===== config.mk =====
export PLATFORM = sky130hd
export DESIGN_NAME = useq_top
export DESIGN_NICKNAME = d
export VERILOG_FILES = /design/src/rtl/useq_pkg.sv /design/src/rtl/useq_rom.sv /design/src/rtl/useq_decode.sv /design/src/rtl/useq_next.sv /design/src/rtl/useq_top.sv
export SDC_FILE = /design/constraint.sdc
export NUM_CORES = 1
export LEC_CHECK = 0
export ABC_AREA = 1
export BUFFER_PORTS_ARGS = -buffer_cell sky130_fd_sc_hd__clkbuf_2
export CORE_MARGIN = 2
export CORE_UTILIZATION = 37
export DETAILED_ROUTE_END_ITERATION = 7
export SLEW_MARGIN = 5
export SYNTH_ARGS = -nofsm -noshare
export SYNTH_HDL_FRONTEND = slang
export SYNTH_HIERARCHICAL = 1
export SYNTH_SLANG_ARGS = --single-unit

===== constraint.sdc =====
create_clock -name clk_i -period 2.4 [get_ports clk_i]
set_input_delay 0.36 -clock clk_i [delete_from_list [all_inputs] [get_ports clk_i]]
set_output_delay 0.36 -clock clk_i [all_outputs]
set_load 0.05 [all_outputs]

===== src/rtl/useq_pkg.sv =====
package useq_pkg;
  localparam int UPC_W  = 6;
  localparam int OP_W   = 5;
  localparam int CTRL_W = 18;
  localparam int JMP_W  = 3;

  typedef logic [UPC_W-1:0]  upc_t;
  typedef logic [CTRL_W-1:0] ctrl_t;
  typedef logic [JMP_W-1:0]  jmp_t;

  localparam jmp_t J_NEXT   = 3'd0;
  localparam jmp_t J_SPIN   = 3'd1;
  localparam jmp_t J_FETCH  = 3'd2;
  localparam jmp_t J_DISP   = 3'd3;
  localparam jmp_t J_FTRUE  = 3'd4;
  localparam jmp_t J_FFALSE = 3'd5;
  localparam jmp_t J_RSV6   = 3'd6;
  localparam jmp_t J_RSV7   = 3'd7;

  // control bit positions
  localparam int CB_REG_EN = 0;
  localparam int CB_REG_WR = 1;
  localparam int CB_MA_LD  = 2;
  localparam int CB_A_LD   = 3;
  localparam int CB_B_LD   = 4;
  localparam int CB_IR_LD  = 5;
  localparam int CB_PC_LD  = 6;
  localparam int CB_ALU_EN = 7;
  localparam int CB_MEM_EN = 8;
  localparam int CB_MEM_WR = 9;
  localparam int CB_IMM_EN = 10;
  localparam int CB_SEL_LO = 11;  // 2-bit register select
  localparam int CB_IMM_LO = 13;  // 2-bit immediate format
  localparam int CB_ALU_LO = 15;  // 3-bit ALU op

  localparam logic [1:0] SEL_RS1 = 2'd0;
  localparam logic [1:0] SEL_RS2 = 2'd1;
  localparam logic [1:0] SEL_RD  = 2'd2;
  localparam logic [1:0] SEL_PC  = 2'd3;

  localparam logic [1:0] IMM_I = 2'd0;
  localparam logic [1:0] IMM_J = 2'd1;
  localparam logic [1:0] IMM_B = 2'd2;

  localparam logic [2:0] ALU_ADD = 3'd0;
  localparam logic [2:0] ALU_SUB = 3'd1;
  localparam logic [2:0] ALU_FN  = 3'd2;
  localparam logic [2:0] ALU_CMP = 3'd3;

  // routine start addresses
  localparam upc_t A_FETCH0 = 6'd0;
  localparam upc_t A_ALU    = 6'd3;
  localparam upc_t A_ALUI   = 6'd6;
  localparam upc_t A_LOAD   = 6'd9;
  localparam upc_t A_BR     = 6'd14;
  localparam upc_t A_JMP    = 6'd20;
  localparam upc_t A_MMA    = 6'd24;
  localparam upc_t A_SKIPT  = 6'd31;
  localparam upc_t A_ILL    = 6'd40;

  function automatic ctrl_t cbit(input int pos);
    ctrl_t v;
    v = '0;
    v[pos] = 1'b1;
    return v;
  endfunction

  function automatic ctrl_t reg_rd(input logic [1:0] sel);
    ctrl_t v;
    v = cbit(CB_REG_EN);
    v[CB_SEL_LO +: 2] = sel;
    return v;
  endfunction

  function automatic ctrl_t reg_wr(input logic [1:0] sel);
    ctrl_t v;
    v = cbit(CB_REG_EN) | cbit(CB_REG_WR);
    v[CB_SEL_LO +: 2] = sel;
    return v;
  endfunction

  function automatic ctrl_t alu(input logic [2:0] op);
    ctrl_t v;
    v = cbit(CB_ALU_EN);
    v[CB_ALU_LO +: 3] = op;
    return v;
  endfunction

  function automatic ctrl_t imm(input logic [1:0] fmt);
    ctrl_t v;
    v = cbit(CB_IMM_EN);
    v[CB_IMM_LO +: 2] = fmt;
    return v;
  endfunction
endpackage


===== src/rtl/useq_rom.sv =====
module useq_rom
  import useq_pkg::*;
(
  input  upc_t  addr_i,
  output ctrl_t ctrl_o,
  output jmp_t  jmp_o
);
  always_comb begin
    ctrl_o = '0;
    jmp_o  = J_RSV7;
    unique case (addr_i)
      // instruction fetch
      6'd0:  begin ctrl_o = reg_rd(SEL_PC) | cbit(CB_MA_LD) | cbit(CB_A_LD); jmp_o = J_NEXT;  end
      6'd1:  begin ctrl_o = cbit(CB_MEM_EN) | cbit(CB_IR_LD);                jmp_o = J_SPIN;  end
      6'd2:  begin ctrl_o = alu(ALU_ADD) | cbit(CB_PC_LD);                   jmp_o = J_DISP;  end
      // reg-reg ALU
      6'd3:  begin ctrl_o = reg_rd(SEL_RS1) | cbit(CB_A_LD);                 jmp_o = J_NEXT;  end
      6'd4:  begin ctrl_o = reg_rd(SEL_RS2) | cbit(CB_B_LD);                 jmp_o = J_NEXT;  end
      6'd5:  begin ctrl_o = alu(ALU_FN) | reg_wr(SEL_RD);                    jmp_o = J_FETCH; end
      // reg-imm ALU
      6'd6:  begin ctrl_o = reg_rd(SEL_RS1) | cbit(CB_A_LD);                 jmp_o = J_NEXT;  end
      6'd7:  begin ctrl_o = imm(IMM_I) | cbit(CB_B_LD);                      jmp_o = J_NEXT;  end
      6'd8:  begin ctrl_o = alu(ALU_FN) | reg_wr(SEL_RD);                    jmp_o = J_FETCH; end
      // load
      6'd9:  begin ctrl_o = reg_rd(SEL_RS1) | cbit(CB_A_LD);                 jmp_o = J_NEXT;  end
      6'd10: begin ctrl_o = imm(IMM_I) | cbit(CB_B_LD);                      jmp_o = J_NEXT;  end
      6'd11: begin ctrl_o = alu(ALU_ADD) | cbit(CB_MA_LD);                   jmp_o = J_NEXT;  end
      6'd12: begin ctrl_o = cbit(CB_MEM_EN);                                 jmp_o = J_SPIN;  end
      6'd13: begin ctrl_o = cbit(CB_MEM_EN) | reg_wr(SEL_RD);                jmp_o = J_FETCH; end
      // conditional branch
      6'd14: begin ctrl_o = reg_rd(SEL_RS1) | cbit(CB_A_LD);                 jmp_o = J_NEXT;  end
      6'd15: begin ctrl_o = reg_rd(SEL_RS2) | cbit(CB_B_LD);                 jmp_o = J_NEXT;  end
      6'd16: begin ctrl_o = alu(ALU_CMP) | reg_rd(SEL_PC) | cbit(CB_A_LD);   jmp_o = J_FFALSE; end
      6'd17: begin ctrl_o = alu(ALU_SUB) | cbit(CB_A_LD);                    jmp_o = J_NEXT;  end
      6'd18: begin ctrl_o = imm(IMM_B) | cbit(CB_B_LD);                      jmp_o = J_NEXT;  end
      6'd19: begin ctrl_o = alu(ALU_ADD) | cbit(CB_PC_LD);                   jmp_o = J_FETCH; end
      // jump and link; last word uses reserved code 7
      6'd20: begin ctrl_o = reg_wr(SEL_RD);                                  jmp_o = J_NEXT;  end
      6'd21: begin ctrl_o = alu(ALU_SUB) | cbit(CB_A_LD);                    jmp_o = J_NEXT;  end
      6'd22: begin ctrl_o = imm(IMM_J) | cbit(CB_B_LD);                      jmp_o = J_NEXT;  end
      6'd23: begin ctrl_o = alu(ALU_ADD) | cbit(CB_PC_LD);                   jmp_o = J_RSV7;  end
      // memory-memory add
      6'd24: begin ctrl_o = reg_rd(SEL_RS1) | cbit(CB_MA_LD);                jmp_o = J_NEXT;  end
      6'd25: begin ctrl_o = cbit(CB_MEM_EN) | cbit(CB_A_LD);                 jmp_o = J_SPIN;  end
      6'd26: begin ctrl_o = reg_rd(SEL_RS2) | cbit(CB_MA_LD);                jmp_o = J_NEXT;  end
      6'd27: begin ctrl_o = cbit(CB_MEM_EN) | cbit(CB_B_LD);                 jmp_o = J_SPIN;  end
      6'd28: begin ctrl_o = reg_rd(SEL_RD) | cbit(CB_MA_LD);                 jmp_o = J_NEXT;  end
      6'd29: begin ctrl_o = alu(ALU_FN) | cbit(CB_MEM_EN) | cbit(CB_MEM_WR); jmp_o = J_SPIN;  end
      6'd30: begin ctrl_o = '0;                                              jmp_o = J_FETCH; end
      // skip-if-true
      6'd31: begin ctrl_o = alu(ALU_CMP) | reg_rd(SEL_RS1);                  jmp_o = J_FTRUE; end
      6'd32: begin ctrl_o = reg_wr(SEL_RD);                                  jmp_o = J_NEXT;  end
      6'd33: begin ctrl_o = '0;                                              jmp_o = J_FETCH; end
      // illegal instruction; last word uses reserved code 6
      6'd40: begin ctrl_o = reg_rd(SEL_PC) | cbit(CB_A_LD);                  jmp_o = J_NEXT;  end
      6'd41: begin ctrl_o = '0;                                              jmp_o = J_RSV6;  end
      default: begin ctrl_o = '0; jmp_o = J_RSV7; end
    endcase
  end
endmodule


===== src/rtl/useq_decode.sv =====
module useq_decode
  import useq_pkg::*;
(
  input  logic [OP_W-1:0] opcode_i,
  output upc_t            start_o
);
  always_comb begin
    unique case (opcode_i)
      5'h0C:   start_o = A_ALU;
      5'h04:   start_o = A_ALUI;
      5'h00:   start_o = A_LOAD;
      5'h18:   start_o = A_BR;
      5'h1B:   start_o = A_JMP;
      5'h02:   start_o = A_MMA;
      5'h03:   start_o = A_SKIPT;
      default: start_o = A_ILL;
    endcase
  end
endmodule


===== src/rtl/useq_next.sv =====
module useq_next
  import useq_pkg::*;
(
  input  upc_t upc_i,
  input  jmp_t jmp_i,
  input  upc_t disp_i,
  input  logic cond_i,
  input  logic busy_i,
  output upc_t nxt_o
);
  upc_t inc;
  assign inc = upc_i + 1'b1;

  always_comb begin
    unique case (jmp_i)
      J_NEXT:   nxt_o = inc;
      J_SPIN:   nxt_o = busy_i ? upc_i : inc;
      J_DISP:   nxt_o = disp_i;
      J_FTRUE:  nxt_o = cond_i ? A_FETCH0 : inc;
      J_FFALSE: nxt_o = cond_i ? inc : A_FETCH0;
      default:  nxt_o = A_FETCH0;  // fetch and reserved 6/7
    endcase
  end
endmodule


===== src/rtl/useq_top.sv =====
module useq_top
  import useq_pkg::*;
(
  input  logic              clk_i,
  input  logic              rst_ni,
  input  logic [OP_W-1:0]   opcode_i,
  input  logic              cond_i,
  input  logic              busy_i,
  output logic [CTRL_W-1:0] ctrl_o,
  output logic [UPC_W-1:0]  upc_o
);
  upc_t upc_q, upc_d, disp_w;
  jmp_t jump_w;

  useq_rom u_rom (
    .addr_i (upc_q),
    .ctrl_o (ctrl_o),
    .jmp_o  (jump_w)
  );

  useq_decode u_dec (
    .opcode_i (opcode_i),
    .start_o  (disp_w)
  );

  useq_next u_nxt (
    .upc_i  (upc_q),
    .jmp_i  (jump_w),
    .disp_i (disp_w),
    .cond_i (cond_i),
    .busy_i (busy_i),
    .nxt_o  (upc_d)
  );

  always_ff @(posedge clk_i or negedge rst_ni) begin
    if (!rst_ni) upc_q <= A_FETCH0;
    else         upc_q <= upc_d;
  end

  assign upc_o = upc_q;
endmodule


Yosys cells after proc, flatten, opt, wreduce, memory -nomap -nowiden
Memories as Yosys holds them, arrays and structs flattened.
Index checks and enable logic that the tools add are counted.
{ "totals": {"regBits": 6, "latch_bits": 0, "ramBits": 0, "rom_bits": 1280, "inputBits": 9, "out_inout_bits": 24, "word_cells": 21, "memories": 1} }
{ "mem_list": {"columns": ["memory", "words", "word_bits", "read_ports", "rd_clocked_by_memory_dff", "wr", "line", "source"], "rows": [
  ["(name not given)", 64, 20, 1, 0, 0, "useq_rom.sv:11", "unique case (addr_i)"]
]} }
{ "op_classes": {"n_addsub": 1, "mul": 0, "div": 0, "order_cmp": 0, "eq_ne": 11, "shifts": 0, "n_mux": 5, "n_bitwise": 0, "reduce_logical": 2} }
{ "op_table": {"columns": ["op", "count"], "rows": [
  ["$pmux 6 s7", 1],
  ["$pmux 6 s5", 1],
  ["$mux 6", 3],
  ["$eq 5x2->1 const B", 2],
  ["$eq 5x5->1 const B", 2],
  ["$add 6x1->6 const B", 1],
  ["$eq 3x3->1 const B", 2],
  ["$eq 5x3->1 const B", 1],
  ["$eq 5x4->1 const B", 1],
  ["$logic_not 5->1", 1],
  ["$eq 3x1->1 const B", 1],
  ["$eq 3x2->1 const B", 1],
  ["$logic_not 3->1", 1],
  ["$ne 2x2->1 const B", 1]
]} }

Logic depth before layout (Yosys ltp)
Gate-level depths: netlist of the first run.
{ "depth": {"depth_word": 3, "depth_mapped": 15, "depth_no_buf": 14} }

Modules after synthesis
The synthesis of the first run kept the hierarchy.
{ "by_module_without_submodules": {"columns": ["mod", "n_inst", "cells_each", "area_each_um2", "seq_area_each_um2"], "rows": [
  ["useq_rom", 1, 149, 798.3, 0.0],
  ["useq_next", 1, 81, 374.1, 0.0],
  ["useq_decode", 1, 30, 162.7, 0.0],
  ["useq_top", 1, 6, 150.1, 150.1]
]} }

Worst setup path before layout of the first run
OpenSTA, ideal clock, no wires.
{ "synth_timing": {"kind": "reg2out", "startpoint": "reg upc_q[0] (netlist: upc_o[0])", "endpoint": "out ctrl_o[9]", "arrival_ps": 2281, "t_required_ps": 2040, "setup_slack_ps": -241, "stages_incl_launch_ff": 4, "path_buffers": 0, "cell_sequence": "dfrtp_1 ha_1 nand2_1 nor3_1"} }
{ "synth_between": {"elab_chain_len": 1} }
{ "synth_rtl": {"columns": ["element", "line", "source"], "rows": [
  ["start, declared", "useq_top.sv:12", "upc_t upc_q, upc_d, disp_w;"],
  ["start signal, assigned", "useq_top.sv:37", "else upc_q <= upc_d;"],
  ["$mem_v2 64x20", null, null],
  ["end, declared", "useq_top.sv:9", "output logic [CTRL_W-1:0] ctrl_o,"]
]} }
No other way between the ends.

Worst setup path after layout of the first run
{ "layout_timing": {"startpoint": "reg upc_q[0] (netlist: upc_o[0])", "endpoint": "out ctrl_o[11]"} }
The elaborated chain is that of the path after synthesis.

==> flow_metrics.py, run 1 <==
metrics = {
    "yosys": {
        "synth_nets": 282,
        "syn_area_sq_mm": 0.00149,
        "synth_area_leaders": "nand2_1 22%, dfrtp_1 10%, nand3_1 10%, inv_1 6.3%, ha_1 5.9%",
        "ys_top_cells_by_count": "88 x nand2_1, 30 x nand3_1, 25 x inv_1",
        "seq_area_frac_synth_pct": 10.1,
        "yosysMostFrequentCell": "nand2_1",
        "netlist-cell-type-count": 32,
        "netlist_instances": 266,
        "synth_edf_count": 0,
        "yosys_warnings": 6,
        "synth-main-ff-cell": "dfrtp_1",
        "ys_ff_latch": 6,
        "synth_area_leader_cell": "nand2_1",
        "yosysTopAreaCellShare_pct": 22.2,
        "synth_area_per_cell_sq_um": 5.58,
        "ys_async_sr_fraction_pct": 100,
    },
    "clock_network": {
        "ctsRootBufferMaster": "clkbuf_8",
        "clockBufferDepth": 2,
        "clock-sinks": 6,
        "cts_tree": "yes",
        "htree_levels": 1,
        "clk_pin_slew_ns": 0.03,
        "clock_latency_ns": 0.22,
        "cts_buffers": 3,
    },
    "final_layout": {
        "drive_gt1_share_pct": 30.8,
        "multiInputGateArea_sq_mm": 0.00116,
        "layout.nets": 320,
        "ff_latch_area_sq_um": 158,
        "synthToLayoutAreaGrowth_pct": 21.7,
        "final_util_pct": 45.8,
        "largest_reg_flops": 6,
        "antennaDiodeCount": 0,
        "fill_cells": 438,
    },
    "die": {
        "num_rows": 23,
        "die-area_sq_mm": 0.00454,
        "core-area_sq_mm": 0.00394,
        "start_util_pct": 37.7,
        "ios": 33,
        "chipWidth_um": 67.4,
        "chipHeight_um": 67.4,
    },
    "global_route": {
        "grt_first_pass_wirelength_um": 7040,
        "first_global_vias": 1586,
        "globalRouteOverflowTotal": 0,
        "grt_use_total_pct": 20.0,
        "antenna_found_initial": 0,
        "grt_max_degree": 17,
    },
    "place": {
        "post-place-ws_ns": 0.0854,
        "io_buffers": 31,
        "dpl.hpwl_um": 3500,
        "gp_congestion": 0.925,
    },
    "setup_path": {
        "start_kind": "flop",
        "cp_max_fo": 11,
        "critPathRequiredTime_ns": 2.04,
        "rr_worst_depth": 12,
        "path_class": "reg2out",
        "cp.arrival_ns": 1.90,
        "crit_path_end_kind": "primary output",
    },
    "route": {
        "wirelength_um": 4300,
        "avgRoutedWirePerCell_um": 12.2,
        "drtIter0Drc": 192,
        "drc": 0,
        "first_pass_iters": 4,
        "vias": 1840,
        "via_per_inst": 5.23,
        "drtAntennaViolNets": 0,
    },
    "timing": {
        "clock_skew_ns": 0.000312,
        "rsz0062_at_grt": "no",
        "fmax_ghz": 0.442,
        "slew_viol_final": 0,
        "fin_crit_ns": 2.26,
        "setup_violations": 0,
        "hold_viol_final": 0,
        "fin_ws_ns": 0.138,
        "finalCritPeriodShare_pct": 94.2,
    },
    "min_path": {
        "hp-class": "in2async",
    },
    "job": {
        "drv_cap": 0,
    },
    "run_status": {
        "outcome": "complete, no violations",
    },
}
==> worst max-delay path: stages (launching register included) <==
cell,delay (ns)
dfrtp_4,0.54
inv_2,0.12
ha_4,0.20
inv_2,0.04
nor2_2,0.16
nand3_2,0.12
nor2_1,0.15
nand3b_1,0.12
clkbuf_4,0.22
==> cells by family (layout without fill, tap and decap cells) <==
| kind of cell | Yosys count | count (layout) | share of synthesized area (%) |
|---|---|---|---|
| other | 1 | 1 | 0.252 |
| AOI/OAI and AO/OA | 37 | 37 | 16.0 |
| and+or+nand+nor | 171 | 171 | 53.9 |
| buffers and inverters | 44 | 80 | 13.8 |
| DFF | 6 | 6 | 10.1 |
| adders and majority gates | 7 | 7 | 5.90 |
==> metrics by stage <==
stage	hold slack, ns	TNS (ns)	instances	area (sq um)
after floorplan	0.0644	-0.0590	266	1500
after global placement	0.188	0	348	1720
after detailed placement	0.185	0	348	1720
after CTS	0.495	0	352	1780
after global routing	0.522	0	352	1810
final	0.504	0	352	1810
==> routing by layer <==
metal  share of wire [%]  wire length (um)  global-route usage (%)  up-vias
li1                    -                 -                       -      931
met1                  43              1860                    24.8      825
met2                  49              2090                    34.9       74
met3                 5.6               241                    2.00       10
met4                 2.6               114                    8.42        0
met5                   0                 0                       0        -
==> cell type report <==
cell class	count	share of cell area, %
Multi-Input combinational cell	216	64.3
Inverter	35	7.41
Clock buffer	3	2.29
Sequential cell	6	8.73
Timing Repair Buffer	42	13.9
Tap cell	50	3.46
==> final timing paths <==
kind	start	to	slack [ns]
max in group asynchronous	rst_ni	upc_o[0]	1.74
hold reg to reg	upc_o[0]	upc_o[0]	0.81
min in group clk_i	opcode_i[4]	upc_o[1]	0.54
hold / removal	rst_ni	upc_o[4]	0.50
setup reg to reg	upc_o[0]	upc_o[5]	0.30
setup / recovery	upc_o[0]	ctrl_o[11]	0.14
==> cell usage in the layout, fill, tap and decap left out, types with 4 or more instances in the layout <==
master | synthesis | final
nand2_1 | 88 | 88
nand3_1 | 30 | 29
clkbuf_2 | 0 | 27
inv_1 | 25 | 23
nor2_1 | 21 | 21
buf_4 | 3 | 11
inv_2 | 9 | 11
o211ai_1 | 7 | 7
nor2_2 | 7 | 7
o21ai_1 | 7 | 7
o21ai_0 | 7 | 7
a21oi_1 | 7 | 6
nand2_2 | 6 | 6
ha_1 | 7 | 6
nand3_2 | 4 | 5
nor3_2 | 2 | 4
dfrtp_1 | 6 | 4
==> repair_timing <==
item                       4_1_cts  5_1_grt
setup endpoints to repair        4        8
setup buffers                    0        0
hold buffers                     1        0
gates resized for setup          2       10
hold endpoints to repair         6        0
Power of run 1 is not shown: default switching activity piles up to over one toggle a cycle in this logic, so the estimate is an artifact.
==> run 2, diff against run 1 <==
--- a/config.mk
+++ b/config.mk
@@ -7,7 +7,7 @@
 export LEC_CHECK = 0
 export ABC_AREA = 1
 export BUFFER_PORTS_ARGS = -buffer_cell sky130_fd_sc_hd__clkbuf_2
-export CORE_MARGIN = 2
+export CORE_MARGIN = 5
 export CORE_UTILIZATION = 37
 export DETAILED_ROUTE_END_ITERATION = 7
 export SLEW_MARGIN = 5
==> constraint.sdc (replaced) <==
create_clock -name clk_i -period 2.55 [get_ports clk_i]
set_input_delay 0.3825 -clock clk_i [delete_from_list [all_inputs] [get_ports clk_i]]
set_output_delay 0.3825 -clock clk_i [all_outputs]
set_load 0.05 [all_outputs]
==> flow_metrics.py, run 2 (synthesized netlist as in run 1, its figures left out) <==
metrics = {
    "clock_network": {
        "cts_buffers": 3,
        "ctsRootBufferMaster": "clkbuf_8",
        "clock_latency_ns": 0.23,
        "cts_tree": "yes",
        "htree_levels": 1,
        "clk_pin_slew_ns": 0.04,
        "clockBufferDepth": 2,
        "post_cts_buffers": 0,
        "clock-sinks": 6,
    },
    "timing": {
        "rsz0062_at_grt": "no",
        "slew_viol_final": 0,
        "fmax_ghz": 0.415,
        "finalCritPeriodShare_pct": 94.5,
        "fin_crit_ns": 2.41,
        "hold_viol_final": 0,
        "hold_ws_ns": 0.517,
        "clock_skew_ns": 0.00467,
        "setup-tns-final_ns": 0,
        "setup_violations": 0,
    },
    "final_layout": {
        "largest_reg_flops": 6,
        "fill_cells": 437,
        "final_common_cell": "nand2_1",
        "final_util_pct": 44.0,
        "fin_area_sq_mm": 0.00173,
        "layout.nets": 315,
        "drive_gt1_share_pct": 27.9,
        "antennaDiodeCount": 0,
        "layout_common_cells": "88 x nand2_1, 30 x clkbuf_2, 30 x nand3_1, 25 x inv_1, 21 x nor2_1",
        "synthToLayoutAreaGrowth_pct": 16.8,
    },
    "global_route": {
        "grtUsageMet1_pct": 21.4,
        "grt_first_pass_wirelength_um": 7570,
        "first_global_vias": 1716,
        "grt_use_total_pct": 17.2,
        "met3_usage_pct": 3.01,
        "met2_usage_pct": 29.1,
        "grt_busiest_layer": "met2",
        "grt_max_degree": 19,
        "globalRouteOverflowTotal": 0,
        "antenna_found_initial": 0,
    },
    "min_path": {
        "hp-class": "in2async",
    },
    "setup_path": {
        "rr_worst_depth": 11,
        "start_kind": "flop",
        "cp.arrival_ns": 2.03,
        "crit_path_top_delay_cell": "dfrtp_2",
        "path_cells": "inv_1, ha_2, inv_2, nor2_2, nand3_1, nor2_1, a21oi_1, nand2_1, clkbuf_2",
        "cp_max_fo": 11,
        "crit_path_end_kind": "primary output",
        "critPathMaxStageDelay_ns": 0.48,
        "path_class": "reg2out",
        "critPathRequiredTime_ns": 2.17,
    },
    "route": {
        "vias": 1850,
        "via_per_inst": 5.32,
        "wirelength_um": 4550,
        "drtIter0Drc": 204,
        "drc": 0,
        "drtAntennaViolNets": 0,
        "first_pass_iters": 5,
        "avgRoutedWirePerCell_um": 13.1,
    },
    "job": {
        "drv_cap": 0,
    },
    "die": {
        "num_rows": 23,
        "start_util_pct": 37.7,
        "core-area_sq_mm": 0.00394,
        "die-area_sq_mm": 0.00538,
        "chipHeight_um": 73.4,
        "chipWidth_um": 73.4,
        "ios": 33,
    },
    "place": {
        "io_buffers": 31,
        "gp_congestion": 0.916,
        "dpl.hpwl_um": 3630,
        "placed_area_sq_mm": 0.00168,
    },
    "run_status": {
        "outcome": "complete, no violations",
    },
}
-- run 2: layout make-up --
class	instances	area, sq um	share of cell area, %
multi-input combinational	216	1140	65.6
timing repair buffer	37	203	11.7
sequential	6	153	8.80
inverter	35	134	7.72
tap	50	62.6	3.61
clock buffer	4	45.0	2.60
-- run 2: stage by stage --
stage | worst slack (ns) | std cells
after floorplan | 0.0167 | 266
after global placement | 0.343 | 343
after detailed placement | 0.289 | 343
after CTS | 0.0673 | 348
after global routing | 0.000257 | 348
final | 0.139 | 348
-- run 2: critical path, delay by kind of cell, from the launching register on --
kind | cells | cell delay (ns)
AO/OA/AOI/OAI | 1 | 0.06
adder cells (fa/ha/maj) | 1 | 0.29
buffers and inverters | 3 | 0.45
flip-flops | 1 | 0.48
AND/OR/NAND/NOR | 4 | 0.51
-- run 2: path summary, 6_finish.rpt --
kind                       slack [ns]         to   startpoint
max                              0.14  ctrl_o[3]     upc_o[0]
min                              0.52   upc_o[1]       rst_ni
max reg2reg                      0.34   upc_o[1]     upc_o[0]
min reg2reg                      0.74   upc_o[0]     upc_o[0]
max in group asynchronous        1.87   upc_o[0]       rst_ni
min in group clk_i               0.58   upc_o[1]  opcode_i[4]
-- run 2: metal layers --
metal	up-vias	wire [um]
met5	-	0
li1	921	-
met4	0	153
met3	16	422
met2	110	2120
met1	803	1850
-- run 2: what timing repair did --
| item | 4_1_cts | 5_1_grt |
|---|---|---|
| resized for setup | 0 | 2 |
| hold endpoints to repair | 6 | 0 |
| setup endpoints to repair | 0 | 4 |
| hold buffers | 1 | 0 |
Power of run 2 is left out for the same reason.
==> run 3, diff against run 2 <==
--- a/config.mk
+++ b/config.mk
@@ -7,9 +7,10 @@
 export LEC_CHECK = 0
 export ABC_AREA = 1
 export BUFFER_PORTS_ARGS = -buffer_cell sky130_fd_sc_hd__clkbuf_2
-export CORE_MARGIN = 5
-export CORE_UTILIZATION = 37
+export CORE_MARGIN = 1.5
+export CORE_UTILIZATION = 49
 export DETAILED_ROUTE_END_ITERATION = 7
+export PLACE_DENSITY = 0.73
 export SLEW_MARGIN = 5
 export SYNTH_ARGS = -nofsm -noshare
 export SYNTH_HDL_FRONTEND = slang
==> flow_metrics.py, run 3 (synthesized netlist as in run 1, its figures left out) <==
metrics = {
    "global_route": {
        "grt_max_degree": 24,
        "grt_use_total_pct": 25.9,
        "first_global_vias": 1540,
        "antenna_found_initial": 0,
        "grt_first_pass_wirelength_um": 7000,
        "globalRouteOverflowTotal": 0,
    },
    "route": {
        "drtAntennaViolNets": 0,
        "first_pass_iters": 7,
        "avgRoutedWirePerCell_um": 12.7,
        "drc": 1,
        "via_per_inst": 5.49,
        "wirelength_um": 4180,
        "vias": 1812,
        "drtIter0Drc": 142,
    },
    "timing": {
        "fmax_ghz": 0.414,
        "setup_violations": 0,
        "hold_viol_final": 0,
        "finalCritPeriodShare_pct": 94.7,
        "fin_ws_ns": 0.135,
        "clock_skew_ns": 0.00417,
        "setup-tns-final_ns": 0,
        "slew_viol_final": 0,
        "fin_crit_ns": 2.42,
    },
    "final_layout": {
        "layout_common_cells": "88 x nand2_1, 30 x clkbuf_2, 30 x nand3_1, 25 x inv_1, 21 x nor2_1",
        "final_common_cell": "nand2_1",
        "multiInputGateArea_sq_mm": 0.00115,
        "layout.nets": 316,
        "largest_reg_flops": 6,
        "final_util_pct": 61.4,
        "ff_latch_area_sq_um": 153,
        "final_cells": 330,
        "drive_gt1_share_pct": 28.1,
        "synthToLayoutAreaGrowth_pct": 15.9,
        "antennaDiodeCount": 0,
        "fill_cells": 282,
    },
    "setup_path": {
        "crit_path_top_delay_cell": "dfrtp_2",
        "cp_max_fo": 11,
        "crit_path_end_kind": "primary output",
        "critPathMaxStageDelay_ns": 0.48,
        "cp.arrival_ns": 2.03,
        "path_cells": "inv_1, ha_4, inv_2, nor2_2, nand3_1, nor2_1, nand3b_1, buf_2",
        "critPathRequiredTime_ns": 2.17,
        "start_kind": "flop",
        "path_class": "reg2out",
    },
    "die": {
        "start_util_pct": 52.9,
        "chipHeight_um": 58.1,
        "num_rows": 19,
        "chipWidth_um": 58.1,
        "ios": 33,
        "core-area_sq_mm": 0.00281,
        "die-area_sq_mm": 0.00337,
    },
    "clock_network": {
        "cts_buffers": 3,
        "ctsRootBufferMaster": "clkbuf_4",
        "clockBufferDepth": 2,
        "clock_latency_ns": 0.24,
        "htree_levels": 1,
        "clk_pin_slew_ns": 0.05,
        "cts_tree": "yes",
        "post_cts_buffers": 0,
        "clock-sinks": 6,
    },
    "run_status": {
        "violations": "DRC",
        "outcome": "finished with violations",
    },
    "job": {
        "drv_cap": 0,
    },
    "min_path": {
        "hp-class": "in2async",
    },
    "place": {
        "io_buffers": 31,
        "post-place-ws_ns": 0.273,
        "dp_cells": 325,
        "dpl.hpwl_um": 3270,
        "gp_congestion": 0.929,
    },
}
==> run 3: cell count changes in the layout (fill, tap and decap cells not counted), sizes merged <==
cell,change
buf,+1
==> run 3: critical path: cells and delay by family, from the launching register on <==
kind | cells | cell delay (ns)
adder cells (fa/ha/maj) | 1 | 0.22
flip-flops | 1 | 0.48
buffers and inverters | 3 | 0.48
AND/OR/NAND/NOR | 4 | 0.60
==> run 3: layout make-up <==
| cell class | count | share of cell area, % |
|---|---|---|
| Timing Repair Buffer | 38 | 12.9 |
| Inverter | 35 | 7.78 |
| Clock buffer | 4 | 1.53 |
| Multi-Input combinational cell | 216 | 66.6 |
| Sequential cell | 6 | 8.87 |
| Tap cell | 31 | 2.25 |
==> run 3: what timing repair did <==
action / in CTS / in global routing
resized for setup: 1 / 2
hold buffers: 1 / 0
gates cloned: 0 / 0
setup endpoints to repair: 1 / 3
hold endpoints to repair: 6 / 0
==> run 3: path summary, 6_finish.rpt <==
| kind | slack, ns | cells after the start | startpoint | to |
|---|---|---|---|---|
| min | 0.49 | 2 | rst_ni | upc_o[2] |
| max | 0.13 | 8 | upc_o[0] | ctrl_o[11] |
| min in group clk_i | 0.55 | 5 | opcode_i[4] | upc_o[1] |
| max reg2reg | 0.38 | 13 | upc_o[0] | upc_o[1] |
| max in group asynchronous | 1.91 | 2 | rst_ni | upc_o[1] |
| min reg2reg | 0.76 | 3 | upc_o[0] | upc_o[0] |
==> run 3: stage by stage <==
step	cell area, sq um	hold WS, ns
after floorplan	1490	0.0869
after global placement	1670	0.209
after detailed placement	1670	0.211
after CTS	1710	0.490
after global routing	1720	0.496
final	1720	0.489
==> run 3: layer usage <==
layer  track usage, %  part of all wire (%)  up-vias  wire length (um)
met5                0                     0        -                 0
met2             36.4                    44       94              1830
li1                 -                     -      922                 -
met3             4.02                   9.1        2               379
met4             6.31                  0.14        0                 6
met1             40.8                    47      794              1960
Power of run 3 is left out for the same reason.
